<file path="config.mk">
export PLATFORM = sky130hd
export DESIGN_NAME = vid_bucket_reducer
export DESIGN_NICKNAME = d
export VERILOG_FILES = /design/src/rtl/vbr_pkg.sv /design/src/rtl/vbr_tracker.sv /design/src/rtl/vbr_sequencer.sv /design/src/rtl/vbr_emitter.sv /design/src/rtl/vid_bucket_reducer.sv
export SDC_FILE = /design/constraint.sdc
export NUM_CORES = 1
export LEC_CHECK = 0
export BUFFER_PORTS_ARGS = -buffer_cell sky130_fd_sc_hd__buf_2
export CAP_MARGIN = 20
export CORE_MARGIN = 3
export CORE_UTILIZATION = 50
export CTS_BUF_LIST = sky130_fd_sc_hd__clkbuf_8
export DETAILED_ROUTE_END_ITERATION = 10
export PLACE_DENSITY = 0.7
export SLEW_MARGIN = 20
export SYNTH_ARGS = -nofsm -noshare
export SYNTH_HDL_FRONTEND = slang
export SYNTH_SLANG_ARGS = --single-unit
</file>
<file path="constraint.sdc">
create_clock -name clk -period 2.8 [get_ports clk]
set_input_delay 0.14 -clock clk [delete_from_list [all_inputs] [get_ports clk]]
set_output_delay 0.14 -clock clk [all_outputs]
set_load 0.02 [all_outputs]
</file>
<file path="src/rtl/vbr_pkg.sv">
`timescale 1ns/100ps
package vbr_pkg;

    localparam int SMP_W = 8;

    typedef logic [SMP_W-1:0] smp_t;

    typedef enum logic [1:0] {
        MODE_HIGH = 2'd0,
        MODE_LOW  = 2'd1,
        MODE_SMP  = 2'd2,
        MODE_ALT  = 2'd3
    } det_mode_e;

    // Select the reported point for a closing bucket
    function automatic smp_t pick_point(det_mode_e mode, logic odd_bucket,
                                        smp_t hi, smp_t lo, smp_t last);
        smp_t r;
        case (mode)
            MODE_HIGH: r = hi;
            MODE_LOW:  r = lo;
            MODE_SMP:  r = last;
            default:   r = odd_bucket ? lo : hi;
        endcase
        return r;
    endfunction

endpackage

</file>
<file path="src/rtl/vbr_tracker.sv">
`timescale 1ns/100ps
module vbr_tracker
    import vbr_pkg::*;
#(
    parameter bit KEEP_MAX = 1'b1
) (
    input  logic clk,
    input  logic rst,
    input  logic take,
    input  smp_t smp,
    input  logic restart,
    output smp_t now_val
);
    smp_t held_q;
    logic reload_q;
    logic better;

    generate
        if (KEEP_MAX) begin : g_max
            assign better = smp > held_q;
        end else begin : g_min
            assign better = smp < held_q;
        end
    endgenerate

    // Value including a sample presented this cycle
    always_comb begin
        now_val = held_q;
        if (take && (reload_q || better)) begin
            now_val = smp;
        end
    end

    always_ff @(posedge clk) begin
        if (rst) begin
            held_q   <= '0;
            reload_q <= 1'b1;
        end else begin
            held_q <= now_val;
            if (restart) begin
                reload_q <= 1'b1;
            end else if (take) begin
                reload_q <= 1'b0;
            end
        end
    end
endmodule

</file>
<file path="src/rtl/vbr_sequencer.sv">
`timescale 1ns/100ps
module vbr_sequencer
    import vbr_pkg::*;
#(
    parameter int NUM_BUCKETS = 601,
    parameter int IDX_W       = $clog2(NUM_BUCKETS)
) (
    input  logic             clk,
    input  logic             rst,
    input  logic             sweep_start,
    input  det_mode_e        mode_in,
    input  logic             smp_valid,
    input  logic             bkt_end,
    output logic             take,
    output logic             close,
    output logic             final_bkt,
    output logic [IDX_W-1:0] idx,
    output det_mode_e        mode,
    output logic             hi_restart,
    output logic             lo_restart
);
    localparam logic [IDX_W-1:0] LAST_IDX = IDX_W'(NUM_BUCKETS - 1);

    logic             active_q;
    logic [IDX_W-1:0] idx_q;
    det_mode_e        mode_q;
    logic             run;

    always_comb begin
        run        = active_q && !sweep_start;
        take       = run && smp_valid;
        close      = run && bkt_end;
        final_bkt  = (idx_q == LAST_IDX);
        hi_restart = sweep_start || close;
        lo_restart = sweep_start || (close && idx_q[0]);
        idx        = idx_q;
        mode       = mode_q;
    end

    always_ff @(posedge clk) begin
        if (rst) begin
            active_q <= 1'b0;
            idx_q    <= '0;
            mode_q   <= MODE_HIGH;
        end else if (sweep_start) begin
            active_q <= 1'b1;
            idx_q    <= '0;
            mode_q   <= mode_in;
        end else if (close) begin
            if (final_bkt) begin
                active_q <= 1'b0;
            end else begin
                idx_q <= idx_q + 1'b1;
            end
        end
    end
endmodule

</file>
<file path="src/rtl/vbr_emitter.sv">
`timescale 1ns/100ps
module vbr_emitter
    import vbr_pkg::*;
#(
    parameter int IDX_W = 10
) (
    input  logic             clk,
    input  logic             rst,
    input  logic             take,
    input  smp_t             smp,
    input  logic             close,
    input  logic             final_bkt,
    input  logic [IDX_W-1:0] idx,
    input  det_mode_e        mode,
    input  smp_t             hi_now,
    input  smp_t             lo_now,
    output logic             pt_valid,
    output smp_t             pt_value,
    output logic [IDX_W-1:0] pt_index,
    output logic             sweep_done
);
    smp_t last_q;
    smp_t last_now;

    assign last_now = take ? smp : last_q;

    always_ff @(posedge clk) begin
        if (rst) begin
            last_q     <= '0;
            pt_valid   <= 1'b0;
            pt_value   <= '0;
            pt_index   <= '0;
            sweep_done <= 1'b0;
        end else begin
            last_q     <= last_now;
            pt_valid   <= close;
            sweep_done <= close && final_bkt;
            if (close) begin
                pt_value <= pick_point(mode, idx[0], hi_now, lo_now, last_now);
                pt_index <= idx;
            end
        end
    end
endmodule

</file>
<file path="src/rtl/vid_bucket_reducer.sv">
`timescale 1ns/100ps
module vid_bucket_reducer
    import vbr_pkg::*;
#(
    parameter int NUM_BUCKETS = 601,
    parameter int IDX_W       = $clog2(NUM_BUCKETS)
) (
    input  logic             clk,
    input  logic             rst,
    input  logic             sweep_start,
    input  logic [1:0]       mode_sel,
    input  logic             smp_valid,
    input  logic [SMP_W-1:0] smp_data,
    input  logic             bkt_end,
    output logic             pt_valid,
    output logic [SMP_W-1:0] pt_value,
    output logic [IDX_W-1:0] pt_index,
    output logic             sweep_done
);
    logic             take;
    logic             close;
    logic             final_bkt;
    logic [IDX_W-1:0] idx;
    det_mode_e        mode;
    logic             hi_restart;
    logic             lo_restart;
    smp_t             trk_now [2];
    logic             trk_restart [2];

    vbr_sequencer #(.NUM_BUCKETS(NUM_BUCKETS), .IDX_W(IDX_W)) u_seq (
        .clk        (clk),
        .rst        (rst),
        .sweep_start(sweep_start),
        .mode_in    (det_mode_e'(mode_sel)),
        .smp_valid  (smp_valid),
        .bkt_end    (bkt_end),
        .take       (take),
        .close      (close),
        .final_bkt  (final_bkt),
        .idx        (idx),
        .mode       (mode),
        .hi_restart (hi_restart),
        .lo_restart (lo_restart)
    );

    assign trk_restart[0] = hi_restart;
    assign trk_restart[1] = lo_restart;

    // Slot 0 keeps the maximum, slot 1 the minimum
    generate
        for (genvar g = 0; g < 2; g++) begin : g_trk
            vbr_tracker #(.KEEP_MAX(g == 0)) u_trk (
                .clk    (clk),
                .rst    (rst),
                .take   (take),
                .smp    (smp_data),
                .restart(trk_restart[g]),
                .now_val(trk_now[g])
            );
        end
    endgenerate

    vbr_emitter #(.IDX_W(IDX_W)) u_emit (
        .clk       (clk),
        .rst       (rst),
        .take      (take),
        .smp       (smp_data),
        .close     (close),
        .final_bkt (final_bkt),
        .idx       (idx),
        .mode      (mode),
        .hi_now    (trk_now[0]),
        .lo_now    (trk_now[1]),
        .pt_valid  (pt_valid),
        .pt_value  (pt_value),
        .pt_index  (pt_index),
        .sweep_done(sweep_done)
    );
endmodule

</file>
==> results, run 1 <==
- The flow ran to the end, and the final reports show no timing, DRC or antenna violations.
- The most common cell after layout, fill and taps aside is sky130_fd_sc_hd__dfxtp_1.
- Among all flip-flop cells after synthesis, the most frequent one is sky130_fd_sc_hd__dfxtp_1.
- The number of nets handed over by synthesis was 340.
- The number of violations of the max-capacitance limit is 0.
- The number of synthesized flops with an enable pin is 0.
- The count of cells resized by post-cts repair is 0.
- Setup repair after global routing left no endpoint under its margin.
- The number of buffers created by CTS is 9.
- The root buffer cell chosen for the clock tree is sky130_fd_sc_hd__clkbuf_8.
- The final number of hold-violating endpoints is 0.
- The share of async-settable or async-resettable flops after synthesis is 0%.
- After routing, the total negative slack on setup checks comes to 0 ns.
- The worst register-to-register path begins at g_trk[0].u_trk.held_q[1].
- The post-route fraction of the period consumed by the critical path is between 80% and 90%.
- TritonCTS built the clock tree.
- The post-layout net count is around 380.
- The number of remaining DRC errors is 0.
- Wires add up to between 5000 and 6000 µm.
- The worst relative slew slack is between 40% and 50%.
- The area growth from synthesis to layout is 14.59%.
- The synthesized instance count is 308.
- The final worst hold slack is between 0.04 and 0.05 ns.
- Summing every instance area after synthesis gives 0.002744 mm².
- Power spread over the standard cell area amounts to approximately 540 mW/mm².
- Counting every sink on the clock net gives 59.
- In this run the count of I/O pins placed on the die edge is 35.
- The share of the Yosys chip area taken by registers is between 40% and 50%.
- The number of antenna violations at the first check in global routing is 0.
- The area of placed instances is 0.002977 mm².
- The pin count of the biggest net entering global routing is between 40 and 50.
- In this run the register-to-register setup slack is 0.38 ns.
- Once routing completed, OpenROAD measured the worst setup slack at 0.3773 ns.
- The detail-routed via count per cell is between 5 and 6.
- After clock tree synthesis, the setup repair step added 0 buffers.
- The clock slew seen by the registers of the worst setup and hold paths is around 0.06 ns.
- The kind of end point of the critical path is a register.
- The maximum operating frequency is a little over 0.4 GHz.
- The final core utilization is between 60 and 70%.
- The placed wire-length estimate is roughly 4200 µm.
- In the final routed layout, each cell accounts on average for 13.79 µm.
- The data arrival time of the worst path is approximately 2.6 ns.
- The critical path starts at g_trk[0].u_trk.held_q[1].
- The post-placement setup slack is 0.3953 ns.
- Synthesis instantiated 43 different standard cells from the library.
- The finished cells cover about 0.0031 mm².
- The die area is 0.006413 mm².
- The class of the most critical setup path is register to register.
- The most critical setup path has its endpoint at u_emit.pt_value[0].
- During synthesis, Yosys emitted a total of 0 warnings.
- The total of flip-flops plus latches after synthesis is 59.
- The overall routing resource usage is 20.41%.
- The largest driver fanout on the critical path is 8.
- The floorplan has 26 rows.
- The required time of the worst setup path is ~3 ns.
- In this run the remaining antenna-violating nets after routing total 0.
- The count of endpoints failing setup in the final report is 0.
- The number of slew-limit violations in the final report is 0.
- The wire length of the first global-routing pass is 10140 µm.
- The fraction of layout instances using a drive strength above 1 is between 10% and 20%.
- The total number of vias is roughly 2200.
- The CTS H-tree depth is 3.
- The highest ir drop seen on vdd is 0.3433 mV.
- The static leakage is roughly 1.4 nW.
- At the later pin of the worst-skew pair, clock insertion delay measures around 0.33 ns.
- The clock tree skew after final layout is between 0.006 and 0.007 ns.
- The core region is between 0.005 and 0.006 mm².
- The via count of the first global-routing pass came to 2199.
- The detailed-router iteration count before antenna repair is 5.
- The post-cts hold buffer count is 0.
- The die outline width is about 80 µm.
- Averaged over all synthesized cells, the footprint is 8.909 µm².
- The congestion estimate from routability-driven global placement came to 0.7986.
- The clock passes through at most 2 buffers.
- The initial utilization of the core area, before any placement, comes to between 50 and 60%.
- Measured along the y axis, the die boundary spans approximately 80 µm.
- The cell depth of the worst flop-to-flop path is 9.
- In the layout the commonest cells are 59 x sky130_fd_sc_hd__dfxtp_1, 54 x sky130_fd_sc_hd__nor2_1, 35 x sky130_fd_sc_hd__nand2_1.
- STA classifies the critical path startpoint as a register.
- The aggregate global routing overflow is 0.
- 0 antenna diodes ended up in the layout.
- The worst path needs 2.423 ns of the cycle, external delays included.
- The endpoint identified for the worst register-to-register timing path is u_emit.pt_value[0].
- The first routing iteration left roughly 120 violations.
- The path type of the worst min-delay path is input pin to register.
- At the pin with the least slew margin, the transition time is approximately 0.8 ns.
- The number of port buffers is 34.
Yosys cell counts, drive strengths merged, types with 2 or more instances:
cell | instances | share of area [%]
dfxtp | 59 | 43
nor2 | 55 | 7.6
nand2 | 35 | 4.8
mux2i | 25 | 9.1
inv | 20 | 2.7
a21oi | 18 | 3.3
ha | 17 | 7.8
clkbuf | 8 | 1.1
o21ai | 8 | 1.6
a221oi | 5 | 2.1
o21a | 5 | 1.4
o221ai | 5 | 2.2
xor2 | 5 | 1.6
and3 | 4 | 0.91
nand4 | 4 | 0.91
a22o | 3 | 0.96
and2 | 3 | 0.68
nand2b | 3 | 0.68
nor2b | 3 | 0.68
or3 | 3 | 0.68
a2111oi | 2 | 1.3
buf | 2 | 0.36
nand3 | 2 | 0.36
nor4 | 2 | 0.68
power by group:
| group | switching (mW) | internal (mW) | total (mW) |
|---|---|---|---|
| registers | 0.0107 | 0.857 | 0.867 |
| logic | 0.0952 | 0.0577 | 0.153 |
| clock network | 0.315 | 0.355 | 0.670 |
| total | 0.421 | 1.27 | 1.69 |
worst max-delay path, cell delays in order, from the launching register on:
cell and delay (ns):
sky130_fd_sc_hd__dfxtp_1 0.34, sky130_fd_sc_hd__inv_1 0.05, sky130_fd_sc_hd__ha_1 0.28, sky130_fd_sc_hd__nor2b_1 0.14, sky130_fd_sc_hd__o211ai_1 0.15, sky130_fd_sc_hd__a21oi_1 0.10
sky130_fd_sc_hd__o21ai_2 0.46, sky130_fd_sc_hd__mux2_1 0.43, sky130_fd_sc_hd__a221oi_2 0.26, sky130_fd_sc_hd__nand3_1 0.11
kinds of logic (layout without fill, tap and decap cells):
| family | count (synthesis) | count (layout) | synth area share [%] |
|---|---|---|---|
| AOI/OAI and AO/OA | 53 | 53 | 14.82 |
| muxes | 26 | 26 | 9.530 |
| buffers and inverters | 30 | 70 | 4.195 |
| DFF | 59 | 59 | 43.05 |
| and+or+nand+nor | 117 | 117 | 18.74 |
| adders and majority gates | 17 | 17 | 7.752 |
| xor gates and xnor gates | 6 | 6 | 1.915 |
flip-flops by register name, summed over array words and instances (netlist names):
register              cells
g_trk.u_trk.held_q       16
g_trk.u_trk.reload_q      2
u_emit.last_q             8
u_emit.pt_index          10
u_emit.pt_valid           1
u_emit.pt_value           8
u_emit.sweep_done         1
u_seq.active_q            1
u_seq.idx                10
u_seq.mode                2
per-stage QoR:
step                      cells  power [mW]
after CTS                   418       1.705
after detailed placement    404       1.040
final                       418       1.690
after global placement      404       1.037
after global routing        418       1.762
after floorplan             308      0.9910
routing by layer:
metal  track usage [%]  share of wire [%]
met1             26.11                 49
met2             32.78                 46
met3             4.933                3.7
met4             8.446                1.1
met5                 0                  0
final cells by class:
class | count | area, µm²
tap | 70 | 87.58
multi-input combinational | 219 | 1448
clock buffer | 11 | 151.4
sequential | 59 | 1181
clock inverter | 3 | 16.27
timing repair buffer | 36 | 185.2
fill | 471 | 2061
inverter | 20 | 75.07
how the worst min path moves through the flow:
stage,startpoint,end,slack (ns),depth (start not counted)
floorplan,sweep_start,u_seq.active_q,0.26,2
global placement,mode_sel[0],u_seq.mode[0],0.37,3
detailed placement,mode_sel[1],u_seq.mode[1],0.39,3
CTS,mode_sel[0],u_seq.mode[0],0.04,3
global route,mode_sel[1],u_seq.mode[1],0.05,3
finish,mode_sel[0],u_seq.mode[0],0.05,3
Note: power is estimated with default switching activity, not from simulation.
==> run 2: changes to the inputs <==
- SETUP_SLACK_MARGIN: default -> 0.5
==> run 2 against run 1 <==
Compared with the run above: critical path depth is the same; register-to-register slack gained 0.13 ns; final area grew 3.6%; cell count grew 1.4%; count of clock-buffer cells in the layout is the same; clock skew is essentially flat; first-iteration DRC count is the same; highest routed layer unchanged.
==> results, run 2 (synthesis gave the netlist of run 1 again) <==
- Run status: complete, no violations (unchanged).
- The detail-routed via count per cell is 5.248 (was 5.251).
- The total number of vias is 2225 (was 2195).
- The number of antenna violations at the first check in global routing is 0 (unchanged).
- The number of port buffers is 34 (unchanged).
- The final setup TNS is 0 ns (unchanged).
- The number of slew-limit violations in the final report is 0 (unchanged).
- The most common cell after layout, fill and taps aside is sky130_fd_sc_hd__dfxtp_1 (unchanged).
- The root buffer selected by CTS is sky130_fd_sc_hd__clkbuf_8 (unchanged).
- The pin slew with the least headroom to its limit was 0.8246 ns (was 0.8212 ns).
- The final number of hold-violating endpoints is 0 (unchanged).
- The number of violations of the max-capacitance limit is 0 (unchanged).
- The die outline width is 80.08 µm (unchanged).
- The kind of end point of the critical path is a register (unchanged).
- The CTS H-tree depth is 3 (unchanged).
- The wire length of the first global-routing pass is 10140 µm (about the same).
- The overall routing resource usage came to 20.46% (was 20.41%).
- The post-cts hold buffer count came to 0 (unchanged).
- The count of endpoints failing setup in the final report is 0 (unchanged).
- The highest ir drop seen on vdd is 0.3447 mV (was 0.3433 mV).
- The post-placement setup slack came to 0.3953 ns (unchanged).
- The placed wire-length estimate was 4199 µm (unchanged).
- The via count of the first global-routing pass came to 2200 (was 2199).
- The maximum clock insertion buffer count is 2 (unchanged).
- The post-route fraction of the period consumed by the critical path is 81.95% (was 86.52%).
- The initial detailed-routing violation count came to 118 (unchanged).
- The floorplan die height came to 80.08 µm (unchanged).
- The sort of element at the start of the critical path is a register (unchanged).
- The placeable core region is 0.005205 mm² (unchanged).
- The clock tree skew after final layout is 0.006302 ns (was 0.006686 ns).
- The clock latency on the worst-skew pair is 0.33 ns (about the same).
- The area growth from synthesis to layout is 18.70% (was 14.59%).
- The TritonCTS sink count came to 59 (unchanged).
- The setup slack after layout is 0.5055 ns (was 0.3773 ns).
- The worst relative slew slack is 45.03% (was 45.25%).
- The post-layout net count is 383 (was 377).
- The number of I/O pins was 35 (unchanged).
- The fraction of layout instances using a drive strength above 1 is 19.77% (was 16.38%).
- The detail-routed net length per standard cell is 13.97 µm (was 13.79 µm).
- The number of fill cells in the layout is 450 (was 471).
- The static leakage is 1.401 nW (was 1.395 nW).
- The number of remaining DRC errors is 0 (unchanged).
- The class of the most critical setup path is register to register (unchanged).
- The pin count of the biggest net entering global routing is 47 (unchanged).
- The path type of the worst min-delay path is input pin to register (unchanged).
- The aggregate global routing overflow came to 0 (unchanged).
- The required time of the worst setup path is 3.02 ns (was 3.00 ns).
- The die area is 0.006413 mm² (unchanged).
- The wire length reported by the detailed router is 5922 µm (was 5764 µm).
- The maximum operating frequency was 0.4358 GHz (was 0.4128 GHz).
- The antenna violation net count after detailed routing is 0 (unchanged).
- The number of flip-flops under the largest register name was 16 (unchanged).
- The number of inserted diodes is 0 (unchanged).
- Unrepaired setup endpoints after global routing: true (was false).
- The clock tree from TritonCTS is done (unchanged).
- The register with the highest flop count is g_trk.u_trk.held_q (unchanged).
- The clock slew seen by the registers of the worst setup and hold paths is 0.06 ns (about the same).
- The data arrival time of the worst path is 2.52 ns (was 2.62 ns).
- The number of placement rows is 26 (unchanged).
- The number of buffers created by CTS is 9 (unchanged).
- The global placer's final weighted congestion is 0.7986 (unchanged).
- The detailed-router iteration count before antenna repair is 4 (was 5).
- Top library cells by usage in the layout, fill and taps aside: 59 x sky130_fd_sc_hd__dfxtp_1, 54 x sky130_fd_sc_hd__nor2_1, 34 x sky130_fd_sc_hd__nand2_1, 34 x sky130_fd_sc_hd__buf_2, 21 x sky130_fd_sc_hd__inv_1 (was 59 x sky130_fd_sc_hd__dfxtp_1, 54 x sky130_fd_sc_hd__nor2_1, 35 x sky130_fd_sc_hd__nand2_1).
- The starting density of the core is 52.72% (unchanged).
- The power density over the cells is 524.1 mW/mm² (was 537.5 mW/mm²).
- The time the final worst path needs with I/O delays and setup is 2.295 ns (was 2.423 ns).
- The largest driver fanout on the critical path is 4 (was 8).
run 2: cell types whose count changed in the layout (fill, tap and decap cells not counted), moves of 2 or more:
cell                      before  now
sky130_fd_sc_hd__buf_4         2    7
sky130_fd_sc_hd__mux2i_1      25   19
sky130_fd_sc_hd__mux2i_2       0    4
sky130_fd_sc_hd__mux2i_4       0    2
run 2: area by class of cell:
class	instances	area, µm²	share of cell area, %
multi-input combinational	219	1503	46.14
tap	70	87.58	2.689
sequential	59	1181	36.27
inverter	20	75.07	2.305
timing repair buffer	42	242.7	7.453
clock buffer	11	151.4	4.648
clock inverter	3	16.27	0.4994
run 2: path summary, 6_finish.rpt:
check | start | end | slack (ns) | cells after the start
worst max-delay path | g_trk[1].u_trk.held_q[6] | u_emit.pt_value[3] | 0.51 | 9
worst min-delay path | mode_sel[0] | u_seq.mode[0] | 0.05 | 3
worst max register to register | g_trk[1].u_trk.held_q[6] | u_emit.pt_value[3] | 0.51 | 9
worst min register to register | u_emit.pt_index[5] | u_emit.pt_index[5] | 0.45 | 2
run 2: stage by stage:
step | area, µm² | utilization, % | total power [mW] | instances | hold WS [ns]
2_1_floorplan | 2744 | - | 0.9910 | 308 | 0.2574
3_3_place_gp | 2977 | 57.19 | 1.037 | 404 | 0.3727
3_5_place_dp | 2977 | 57.19 | 1.040 | 404 | 0.3891
4_1_cts | 3163 | 60.77 | 1.707 | 419 | 0.04015
5_1_grt | 3257 | 62.57 | 1.775 | 424 | 0.05027
6_report | 3257 | 62.57 | 1.707 | 424 | 0.04844
run 2: power breakdown:
group          switching, mW  internal [mW]  leakage, nW  total [mW]
clock                  0.318          0.355       0.0885       0.672
sequential            0.0115          0.857        0.478       0.868
combinational         0.0999         0.0665        0.835       0.166
total                  0.429           1.28         1.40        1.71
run 2: timing repair:
| action | in CTS | in global routing |
|---|---|---|
| setup buffers | 1 | 5 |
| setup endpoints to repair | 3 | 9 |
| resized for setup | 2 | 9 |
| pin swaps | 1 | 2 |
run 2: layer usage:
layer	share of wire [%]	GRT usage, %	wire length, µm
met5	0	0	0
met3	4.0	4.821	238
met4	0.62	8.446	37
met2	47	32.62	2800
met1	48	26.46	2845
run 2: worst max-delay path: stages, from the launching register on:
cell and delay [ns]:
sky130_fd_sc_hd__dfxtp_1 0.34, sky130_fd_sc_hd__inv_1 0.05, sky130_fd_sc_hd__ha_1 0.28, sky130_fd_sc_hd__and3_1 0.21, sky130_fd_sc_hd__a221oi_2 0.33, sky130_fd_sc_hd__o221ai_4 0.19
sky130_fd_sc_hd__buf_4 0.18, sky130_fd_sc_hd__mux2i_1 0.25, sky130_fd_sc_hd__a221oi_1 0.14, sky130_fd_sc_hd__a22o_1 0.22
==> run 3: changes to the inputs <==
- PLACE_DENSITY: 0.7 -> 0.73
- clock period: 2.8 -> 2.03 ns (I/O delays scaled with it)
==> run 3 against run 2 <==
Compared with the run above: the run now ends with setup timing left; count of clock-buffer cells in the layout fell by 2; non-clock buffer count rose by 29; cell count rose by 7.3%; worst setup slack got worse by 0.75 ns; sequential power rose by 38%; die area did not move; critical path type unchanged; largest cell class unchanged; highest routed layer unchanged.
==> results, run 3 (synthesis gave the netlist of run 1 again) <==
- Run status: finished, violations left (was complete, no violations).
- The checks that failed: setup timing.
- The required time of the worst setup path is 2.27 ns (was 3.02 ns).
- The switching part of the total is 23.53% (was 25.13%).
- The most common cell after layout, fill and taps aside was sky130_fd_sc_hd__nor2_1 (was sky130_fd_sc_hd__dfxtp_1).
- The number of violations of the max-capacitance limit is 0 (unchanged).
- The worst relative slew slack is 50.87% (was 45.03%).
- The initial detailed-routing violation count is 93 (was 118).
- The die outline width is 80.08 µm (unchanged).
- The aggregate global routing overflow is 0 (unchanged).
- The critical path startpoint was g_trk[0].u_trk.held_q[6] (was g_trk[1].u_trk.held_q[6]).
- The wire length of the first global-routing pass is 11840 µm (was 10140 µm).
- The root buffer selected by CTS is sky130_fd_sc_hd__clkbuf_8 (unchanged).
- The detailed-router iteration count before antenna repair is 4 (unchanged).
- The TritonCTS sink count is 59 (unchanged).
- The reg-to-reg critical path startpoint is g_trk[0].u_trk.held_q[6] (was g_trk[1].u_trk.held_q[6]).
- The area used by sequential logic in the layout was 0.001197 mm² (was 0.001181 mm²).
- The clock slew seen by the registers of the worst setup and hold paths came to 0.07 ns (was 0.06 ns).
- The sort of element at the start of the critical path is a register (unchanged).
- The class of the most critical setup path is register to register (unchanged).
- The fraction of layout instances using a drive strength above 1 is 41.04% (was 19.77%).
- The antenna violation net count after detailed routing was 0 (unchanged).
- The register share of total power is 40.5% (was 50.9%).
- The clock tree skew after final layout is 0.01328 ns (was 0.006302 ns).
- The number of port buffers is 34 (unchanged).
- The clock tree from TritonCTS is done (unchanged).
- The final worst hold slack is 0.07448 ns (was 0.04844 ns).
- The detail-routed via count per cell is 5.602 (was 5.248).
- The power density over the cells came to 754.8 mW/mm² (was 524.1 mW/mm²).
- The via count of the first global-routing pass was 2546 (was 2200).
- The detail-routed net length per standard cell is 17.20 µm (was 13.97 µm).
- The maximum clock insertion buffer count is 2 (unchanged).
- The maximum operating frequency is 0.4389 GHz (was 0.4358 GHz).
- The count of endpoints failing setup in the final report is 14 (was 0).
- Unrepaired setup endpoints after global routing: true (unchanged).
- The pin slew with the least headroom to its limit is 0.7303 ns (was 0.8246 ns).
- The die area came to 0.006413 mm² (unchanged).
- The placed wire-length estimate is 4513 µm (was 4199 µm).
- Cell-by-cell listing of the critical path: inv_1 -> ha_1 -> nand4_1 -> nor3_1 -> nor2_1 -> o21ai_4 -> buf_6 -> mux2i_1 -> nand2_1 -> a22o_1 (was inv_1 -> ha_1 -> and3_1 -> a221oi_2 -> o221ai_4 -> buf_4 -> mux2i_1 -> a221oi_1 -> a22o_1).
- The internal power came to 2.262 mW (was 1.278 mW).
- The total number of vias is 2549 (was 2225).
- The start point of the worst min-delay path is sweep_start (was mode_sel[0]).
- The part of the total power dissipated in the clock network was 48.4% (was 39.4%).
- The cell type of the slowest stage on the worst timing path is sky130_fd_sc_hd__dfxtp_2 (was sky130_fd_sc_hd__dfxtp_1).
- The post-route fraction of the period consumed by the critical path is 112.2% (was 81.95%).
- The final number of hold-violating endpoints is 0 (unchanged).
- The number of buffers created by CTS is 9 (unchanged).
- The CTS H-tree depth is 3 (unchanged).
- The static leakage came to 1.619 nW (was 1.401 nW).
- The final core utilization is 75.29% (was 62.57%).
- The number of remaining DRC errors is 0 (unchanged).
- The net switching component of the power is 0.6961 mW (was 0.4290 mW).
- The number of placement rows is 26 (unchanged).
- The total power draw was 2.958 mW (was 1.707 mW).
- The number of slew-limit violations in the final report is 0 (unchanged).
- Top library cells by usage in the layout, fill and taps aside: 52 x sky130_fd_sc_hd__nor2_1, 48 x sky130_fd_sc_hd__dfxtp_1, 34 x sky130_fd_sc_hd__buf_2 (was 59 x sky130_fd_sc_hd__dfxtp_1, 54 x sky130_fd_sc_hd__nor2_1, 34 x sky130_fd_sc_hd__nand2_1, 34 x sky130_fd_sc_hd__buf_2, 21 x sky130_fd_sc_hd__inv_1).
- The largest driver fanout on the critical path came to 3 (was 4).
- The number of fill cells in the layout is 352 (was 450).
- The register with the highest flop count is g_trk.u_trk.held_q (unchanged).
- The buffers plus inverters on the worst setup path came to 2 (unchanged).
- The setup slack after layout is -0.2486 ns (was 0.5055 ns).
- The area growth from synthesis to layout is 42.82% (was 18.70%).
- The kind of end point of the critical path is a register (unchanged).
- The number of inserted diodes is 0 (unchanged).
- The time the final worst path needs with I/O delays and setup is 2.279 ns (was 2.295 ns).
- The pin count of the biggest net entering global routing came to 26 (was 47).
- The number of I/O pins was 35 (unchanged).
- The overall routing resource usage is 24.56% (was 20.46%).
- The highest ir drop seen on vdd came to 0.7331 mV (was 0.3447 mV).
- The data arrival time of the worst path came to 2.52 ns (about the same).
- The kind of cell with the highest combined delay on the critical path is simple AND/OR/NAND/NOR gates (was compound AO/OA/AOI/OAI gates).
- The global placer's final weighted congestion is 0.8475 (was 0.7986).
- The placeable core region was 0.005205 mm² (unchanged).
- The delay of the slowest cell on the worst path came to 0.37 ns (was 0.34 ns).
- The total area of multi-input combinational cells is 0.001797 mm² (was 0.001503 mm²).
- The part of the total power dissipated in combinational logic was 11.1% (was 9.8%).
- The post-placement setup slack came to -0.1188 ns (was 0.3953 ns).
- The path type of the worst min-delay path is input pin to register (unchanged).
- The clock latency on the worst-skew pair came to 0.35 ns (was 0.33 ns).
- The floorplan die height is 80.08 µm (unchanged).
- The number of antenna violations at the first check in global routing is 0 (unchanged).
- The number of flip-flops under the largest register name is 16 (unchanged).
- The wire length reported by the detailed router is 7828 µm (was 5922 µm).
- The post-layout net count came to 412 (was 383).
- The starting density of the core is 52.72% (unchanged).
run 3: changes by cell type in the layout (fill, tap and decap cells not counted), moves of 6 or more:
cell,before,now
sky130_fd_sc_hd__ha_4,0,6
sky130_fd_sc_hd__buf_6,0,8
sky130_fd_sc_hd__inv_1,21,14
sky130_fd_sc_hd__mux2i_1,19,13
sky130_fd_sc_hd__dfxtp_2,0,10
sky130_fd_sc_hd__buf_4,7,26
sky130_fd_sc_hd__ha_1,17,11
sky130_fd_sc_hd__dfxtp_1,59,48
run 3: worst min-delay path: stages:
cell and delay (ns):
sky130_fd_sc_hd__buf_2 0.16, sky130_fd_sc_hd__a21oi_2 0.05, sky130_fd_sc_hd__nor2_1 0.07
run 3: what timing repair did:
action,in CTS,in global routing
buffers inserted,15,5
resized for setup,39,26
hold buffers,2,0
pin swaps,19,20
cloned,0,0
setup endpoints to repair,35,36
endpoints found under the hold margin,2,0
run 3: stage by stage:
stage          cells  TNS [ns]  area (µm²)
4_1_cts          450   -0.3258        3775
5_1_grt          455    -3.936        3919
2_1_floorplan    308  -0.02968        2850
6_report         455    -1.993        3919
3_3_place_gp     417   -0.2322        3181
3_5_place_dp     417   -0.6933        3181
run 3: layout make-up:
type	instances	share of cell area, %
inverters	20	1.980
clock inverters	7	3.576
repair buffers	71	12.64
multi-input cells	219	45.85
well taps	70	2.235
flip-flops and latches	59	30.56
clock buffers	9	3.161
run 3: worst paths after layout:
| path | end | slack, ns | depth (start not counted) |
|---|---|---|---|
| worst min-delay path | u_seq.active_q | 0.07 | 3 |
| worst max register to register | u_emit.pt_value[3] | -0.25 | 10 |
| worst min register to register | u_emit.pt_index[9] | 0.45 | 2 |
| worst max-delay path | u_emit.pt_value[3] | -0.25 | 10 |
run 3: routing by layer:
layer	part of all wire [%]	track usage (%)
met1	42	27.58
met2	50	41.39
met3	4.2	5.942
met4	4.0	15.54
met5	0	0
run 3: power groups by stage:
stage | registers (mW) | logic (mW) | clock network (mW)
after CTS | 1.20 | 0.295 | 1.44
after global placement | 1.22 | 0.242 | 0
after floorplan | 1.22 | 0.157 | 0
after global routing | 1.20 | 0.355 | 1.49
after detailed placement | 1.22 | 0.245 | 0
final | 1.20 | 0.329 | 1.43
